## src/rtl/wdt_pkg.sv

```systemverilog
package wdt_pkg;
    localparam int REG_AW  = 2;
    localparam int REG_DW  = 8;
    localparam int CTL_BIT = 6;
    localparam logic [REG_DW-1:0] KEEP_MASK = ~(REG_DW'(1) << CTL_BIT);

    typedef enum logic [REG_AW-1:0] {
        ADR_ARM   = 2'd0,
        ADR_START = 2'd1,
        ADR_STAT  = 2'd2,
        ADR_VOID  = 2'd3
    } reg_adr_e;
endpackage

```

## src/rtl/wdt_selfclr.sv

```systemverilog
module wdt_selfclr #(
    parameter int CLR_CYC = 12
) (
    input  logic clk,
    input  logic rst,
    input  logic set,
    input  logic clr,
    output logic flag
);
    localparam int CW = $clog2(CLR_CYC + 1);

    typedef struct packed {
        logic          flag;
        logic [CW-1:0] cnt;
    } st_t;

    st_t st_d, st_q;

    always_comb begin
        st_d = st_q;
        if (clr) begin
            st_d = '0;
        end else if (set) begin
            st_d.flag = 1'b1;
            st_d.cnt  = CW'(CLR_CYC);
        end else if (st_q.flag) begin
            if (st_q.cnt == CW'(1)) begin
                st_d = '0;
            end else begin
                st_d.cnt = st_q.cnt - CW'(1);
            end
        end
    end

    always_ff @(posedge clk) begin
        if (rst) st_q <= '0;
        else     st_q <= st_d;
    end

    assign flag = st_q.flag;

    // a set that is not overridden is visible after the edge
    a_r3_set_visible: assert property (@(posedge clk) disable iff (rst)
        (set && !clr) |=> flag);
    // the flag never rises without a set request
    a_r4_no_spurious: assert property (@(posedge clk) disable iff (rst)
        (!set) |=> !$rose(flag));
endmodule

```

## src/rtl/wdt_seqchk.sv

```systemverilog
module wdt_seqchk (
    input  logic clk,
    input  logic rst,
    input  logic wr_en,
    input  logic arm_wr,
    input  logic start_wr,
    input  logic arm_flag,
    input  logic clr,
    output logic refresh_ok
);
    typedef struct packed {
        logic armed;
    } st_t;

    st_t st_d, st_q;

    always_comb begin
        st_d = st_q;
        if (clr)        st_d.armed = 1'b0;
        else if (wr_en) st_d.armed = arm_wr;
        else            st_d.armed = st_q.armed & arm_flag;
    end

    always_ff @(posedge clk) begin
        if (rst) st_q <= '0;
        else     st_q <= st_d;
    end

    assign refresh_ok = start_wr & st_q.armed & arm_flag;

    // any write that is not an arm write drops the armed state
    a_r8_cancel: assert property (@(posedge clk) disable iff (rst)
        (wr_en && !arm_wr) |=> !refresh_ok);
endmodule

```

## src/rtl/wdt_countdown.sv

```systemverilog
module wdt_countdown #(
    parameter int TIMEOUT = 1000
) (
    input  logic clk,
    input  logic rst,
    input  logic start_wr,
    input  logic refresh_ok,
    output logic running,
    output logic expire,
    output logic rst_req
);
    localparam int TW = $clog2(TIMEOUT + 1);

    typedef struct packed {
        logic          run;
        logic          req;
        logic [TW-1:0] cnt;
    } st_t;

    st_t  st_d, st_q;
    logic load;

    always_comb begin
        load   = (start_wr & ~st_q.run) | refresh_ok;
        expire = st_q.run & (st_q.cnt == TW'(1)) & ~load;
        st_d     = st_q;
        st_d.req = expire;
        if (load) begin
            st_d.run = 1'b1;
            st_d.cnt = TW'(TIMEOUT);
        end else if (expire) begin
            st_d.run = 1'b0;
            st_d.cnt = '0;
        end else if (st_q.run) begin
            st_d.cnt = st_q.cnt - TW'(1);
        end
    end

    always_ff @(posedge clk) begin
        if (rst) st_q <= '0;
        else     st_q <= st_d;
    end

    assign running = st_q.run;
    assign rst_req = st_q.req;

    // the reset request lasts a single cycle
    a_r10_one_pulse: assert property (@(posedge clk) disable iff (rst)
        rst_req |=> !rst_req);
    // the watchdog is idle while the request is high
    a_r10_idle: assert property (@(posedge clk) disable iff (rst)
        rst_req |-> !running);
    // once started, only expiry stops it
    a_r5_sticky: assert property (@(posedge clk) disable iff (rst)
        (running && !expire) |=> running);
    // a load restores the full count
    a_r7_reload: assert property (@(posedge clk) disable iff (rst)
        (start_wr && refresh_ok) |=> (st_q.cnt == TW'(TIMEOUT)));
    // without a load the count only moves down by one
    a_r8_steps: assert property (@(posedge clk) disable iff (rst)
        (running && !start_wr && st_q.cnt > TW'(1)) |=> (st_q.cnt == $past(st_q.cnt) - TW'(1)));
endmodule

```

## src/rtl/wdt_twokey.sv

```systemverilog
module wdt_twokey
    import wdt_pkg::*;
#(
    parameter int TIMEOUT = 1000,
    parameter int CLR_CYC = 12
) (
    input  logic              clk,
    input  logic              rst,
    input  logic              wr_en,
    input  logic [REG_AW-1:0] wr_addr,
    input  logic [REG_DW-1:0] wr_data,
    input  logic [REG_AW-1:0] rd_addr,
    output logic [REG_DW-1:0] rd_data,
    output logic              rst_req
);
    localparam int NREG = 3;

    typedef struct packed {
        logic [NREG-1:0][REG_DW-1:0] keep;
    } st_t;

    st_t  st_d, st_q;
    logic arm_wr, start_wr;
    logic arm_flag, start_flag, running, expire, refresh_ok;

    assign arm_wr   = wr_en & (wr_addr == ADR_ARM)   & wr_data[CTL_BIT];
    assign start_wr = wr_en & (wr_addr == ADR_START) & wr_data[CTL_BIT];

    always_comb begin
        st_d = st_q;
        for (int i = 0; i < NREG; i++) begin
            if (wr_en && wr_addr == REG_AW'(i)) begin
                st_d.keep[i] = wr_data & KEEP_MASK;
            end
        end
    end

    always_ff @(posedge clk) begin
        if (rst) st_q <= '0;
        else     st_q <= st_d;
    end

    wdt_selfclr #(.CLR_CYC(CLR_CYC)) u_arm (
        .clk(clk), .rst(rst), .set(arm_wr), .clr(expire), .flag(arm_flag)
    );

    wdt_selfclr #(.CLR_CYC(CLR_CYC)) u_start (
        .clk(clk), .rst(rst), .set(start_wr), .clr(expire), .flag(start_flag)
    );

    wdt_seqchk u_seq (
        .clk(clk), .rst(rst), .wr_en(wr_en), .arm_wr(arm_wr),
        .start_wr(start_wr), .arm_flag(arm_flag), .clr(expire),
        .refresh_ok(refresh_ok)
    );

    wdt_countdown #(.TIMEOUT(TIMEOUT)) u_cnt (
        .clk(clk), .rst(rst), .start_wr(start_wr), .refresh_ok(refresh_ok),
        .running(running), .expire(expire), .rst_req(rst_req)
    );

    always_comb begin
        unique case (rd_addr)
            ADR_ARM:   rd_data = st_q.keep[0] | (REG_DW'(arm_flag)   << CTL_BIT);
            ADR_START: rd_data = st_q.keep[1] | (REG_DW'(start_flag) << CTL_BIT);
            ADR_STAT:  rd_data = st_q.keep[2] | (REG_DW'(running)    << CTL_BIT);
            default:   rd_data = '0;
        endcase
    end

    // on a reset request the control bits all read as cleared
    a_r10_cleared: assert property (@(posedge clk) disable iff (rst)
        rst_req |-> (!arm_flag && !start_flag && !running));
    // the stored bits never carry the control bit
    a_r2_masked: assert property (@(posedge clk) disable iff (rst)
        (st_q.keep[0][CTL_BIT] == 1'b0) && (st_q.keep[2][CTL_BIT] == 1'b0));
endmodule

```

## config.mk

```make
export PLATFORM = sky130hd
export DESIGN_NAME = wdt_twokey
export DESIGN_NICKNAME = d
export VERILOG_FILES = /design/src/rtl/wdt_pkg.sv /design/src/rtl/wdt_selfclr.sv /design/src/rtl/wdt_seqchk.sv /design/src/rtl/wdt_countdown.sv /design/src/rtl/wdt_twokey.sv
export SDC_FILE = /design/constraint.sdc
export NUM_CORES = 1
export LEC_CHECK = 0
export ABC_AREA = 1
export BUFFER_PORTS_ARGS = -buffer_cell sky130_fd_sc_hd__clkbuf_2
export CELL_PAD_IN_SITES_DETAIL_PLACEMENT = 1
export CELL_PAD_IN_SITES_GLOBAL_PLACEMENT = 1
export CORE_UTILIZATION = 45
export DETAILED_ROUTE_END_ITERATION = 10
export PLACE_DENSITY_LB_ADDON = 0.12
export SLEW_MARGIN = 5
export SYNTH_ARGS = -nofsm -noshare
export SYNTH_HDL_FRONTEND = slang
export SYNTH_SLANG_ARGS = --single-unit
```

## constraint.sdc

```tcl
create_clock -name clk -period 4.5 [get_ports clk]
set_clock_uncertainty 0.15 [all_clocks]
set_input_delay 0.675 -clock clk [delete_from_list [all_inputs] [get_ports clk]]
set_output_delay 0.675 -clock clk [all_outputs]
set_load 0.02 [all_outputs]
```

==> out/qor.txt <==
Synthesized area = 2170 µm²
Cell count of the worst hold path = 2
Distinct cell type count after synthesis = 24
Core box area = 4500 µm²
Io pins = 24
Sink Count = 44
Clock Latency Late Sink = 300 ps
Synthesized instance count = 312
CTS root buf = clkbuf_8
GRT Total Usage = 23.1%
I/O Buffers = 23
Cell Pwr Density = 329 nW/µm²
Vias post-DR = 2,022
Post CTS Setup Buffer Count = 0
Total Wirelength = 5140 µm
H-tree Lvls = 2
Syn-to-layout area delta = 10.7%
# hold bufs at CTS = 0
Number of CTS-inserted buffers = 5
Critical Path Fanout Max = 8
Slew headroom = 57.7%
Top cells by area, synth = dfxtp_1 (41%), nand2_1 (9.3%), inv_1 (8.3%)
Syn Area/Cell = 6.97 µm²
Iter 0 DRT Violations = 58
Most common cell after layout, fill and taps aside = nand2_1
Main flop type after synthesis = dfxtp_1
Fin. max-slew vios = 0
Pre-CTS setup slack = 1970 ps
Worst Hold Class = reg -> reg
Reg area = 881 µm²
Number of global-route vias before repair = 2,019
Final worst-path cycle share = 56.0%
RSZ-0062 raised after global routing = false
Die Ht = 71.5 µm
Drt first pass iters = 4
Commonest cells after routing, fill and taps aside = nand2_1 (54), inv_1 (48), nor2_1 (48), dfxtp_1 (44), o21ai_0 (33)
Share of layout cells above drive strength 1 = 12.2%
Reg2Reg Depth = 5
Wire per inst = 13.2 µm
Hold Violations, Final = 0
Crit path DAT = 1700 ps
Max Cap Viol = 0
Syn_nets = 333
Fill cells = 615
Worst-path clk slew = 80 ps
Chip width = 71.5 µm
Register bit total from synthesis = 44
Antenna violations before repair = 0
ANT nets after route = 0
Placer Congestion = 0.778
Setup TNS = 0 ps
# diodes = 0
Final Util = 53.4%
First-pass GRT wire length = 9110 µm
Overflow after GRT = 0
Yosys warns = 0
DRC Markers = 0
Worst-Margin Slew = 635 ps
Synth top area share = 40.5%
Initial core utilization = 48.2%
Post-DP HPWL = 3850 µm
Setup crit start kind = primary input
Rows = 24
Largest net degree at the start of global routing = 27
# setup viols final = 0
Via/cell ratio = 5.20
Setup ws final = 1980 ps
Async S/R FF share, synth = 0%
Largest area contributor in the netlist = dfxtp_1
CP Capture Type = primary output
Post-synth EDFFs = 0
Minimum clock period = 2520 ps
Die area = 5110 µm²
CP Class = in -> out
Status = finished, final reports clean
Seq/Total Area, Yosys = 40.5%
Post-CTS resize count = 0
TritonCTS clock tree = done
Nets@finish = 358
Clk buf depth = 2
Leak pwr = 1.04 nW
FMAX = 397 MHz
Critical path data required time = 3670 ps
VDD IR-drop max = 0.143 mV
Multi-input gate area = 1080 µm²
==> sequential cells by signal, summed over array words and instances, names as in the netlist <==
name	count
st_q	21
u_arm.st_q	4
u_cnt.st_q	10
u_start.flag	1
u_cnt.rst_req	1
u_arm.flag	1
u_seq.st_q	1
u_cnt.running	1
u_start.st_q	4
==> final timing paths <==
check	from	slack [ps]	endpoint
setup / recovery	rd_addr[0]	1980	rd_data[3]
hold / removal	st_q[11]$_SDFFE_PP0N_	310	st_q[11]$_SDFFE_PP0N_
setup reg to reg	u_cnt.running$_SDFFE_PP0P_	2680	u_arm.flag$_SDFF_PP0_
hold reg to reg	st_q[11]$_SDFFE_PP0N_	310	st_q[11]$_SDFFE_PP0N_
==> critical path, cell delays in order <==
cell and delay (ps):
clkbuf_2 100, nor2_1 470, nand2_1 120, o211ai_1 130
clkbuf_2 200
==> metrics by stage <==
stage	instance area, µm²	std cells	power (mW)	hold slack (ps)
final	2400	389	0.792	312
after global routing	2400	389	0.837	347
after CTS	2400	389	0.801	312
after detailed placement	2320	382	0.562	300
after global placement	2320	382	0.556	292
after floorplan	2170	312	0.523	280
==> cell type report <==
class,count,share of cell area (%)
tap,52,2.71
clock inverter,2,0.520
multi-input combinational,215,45.0
sequential,44,36.6
timing repair buffer,23,4.79
inverter,48,7.49
clock buffer,5,2.86
==> report_power, final <==
group	internal [mW]	total, mW	switching (mW)
sequential	0.410	0.424	0.0149
combinational	0.0442	0.128	0.0840
clock	0.105	0.239	0.134
total	0.559	0.792	0.233
==> routing by layer <==
layer | vias up | track usage (%) | part of all wire, %
li1 | 1050 | - | -
met1 | 933 | 28.7 | 47
met2 | 34 | 40.3 | 48
met3 | 5 | 4.36 | 3.8
met4 | 0 | 7.63 | 1.1
met5 | - | 0 | 0
==> cells by family (layout without fill, tap and decap cells) <==
family                   count (synthesis)  after routing  synth area share [%]
flip-flops                              44             44                  40.5
buffers and inverters                   53             78                  9.67
XOR/XNOR                                 6              6                  2.42
adder cells (fa/ha/maj)                  6              6                  3.45
AO/OA/AOI/OAI                           66             66                  16.5
AND/OR/NAND/NOR                        137            137                  27.4
==> synth_stat cells (2+ instances only) <==
master and n:
nand2_1 54, nor2_1 48, nand3_1 19, inv_1 48, dfxtp_1 44, nand2_2 3, nor3_1 5, nor3_2 4
o211ai_1 8, clkbuf_1 3, xor2_1 5, a21oi_1 21, o21ai_0 33, ha_1 6, nand4_1 2
(Power assumes the default switching activity.)
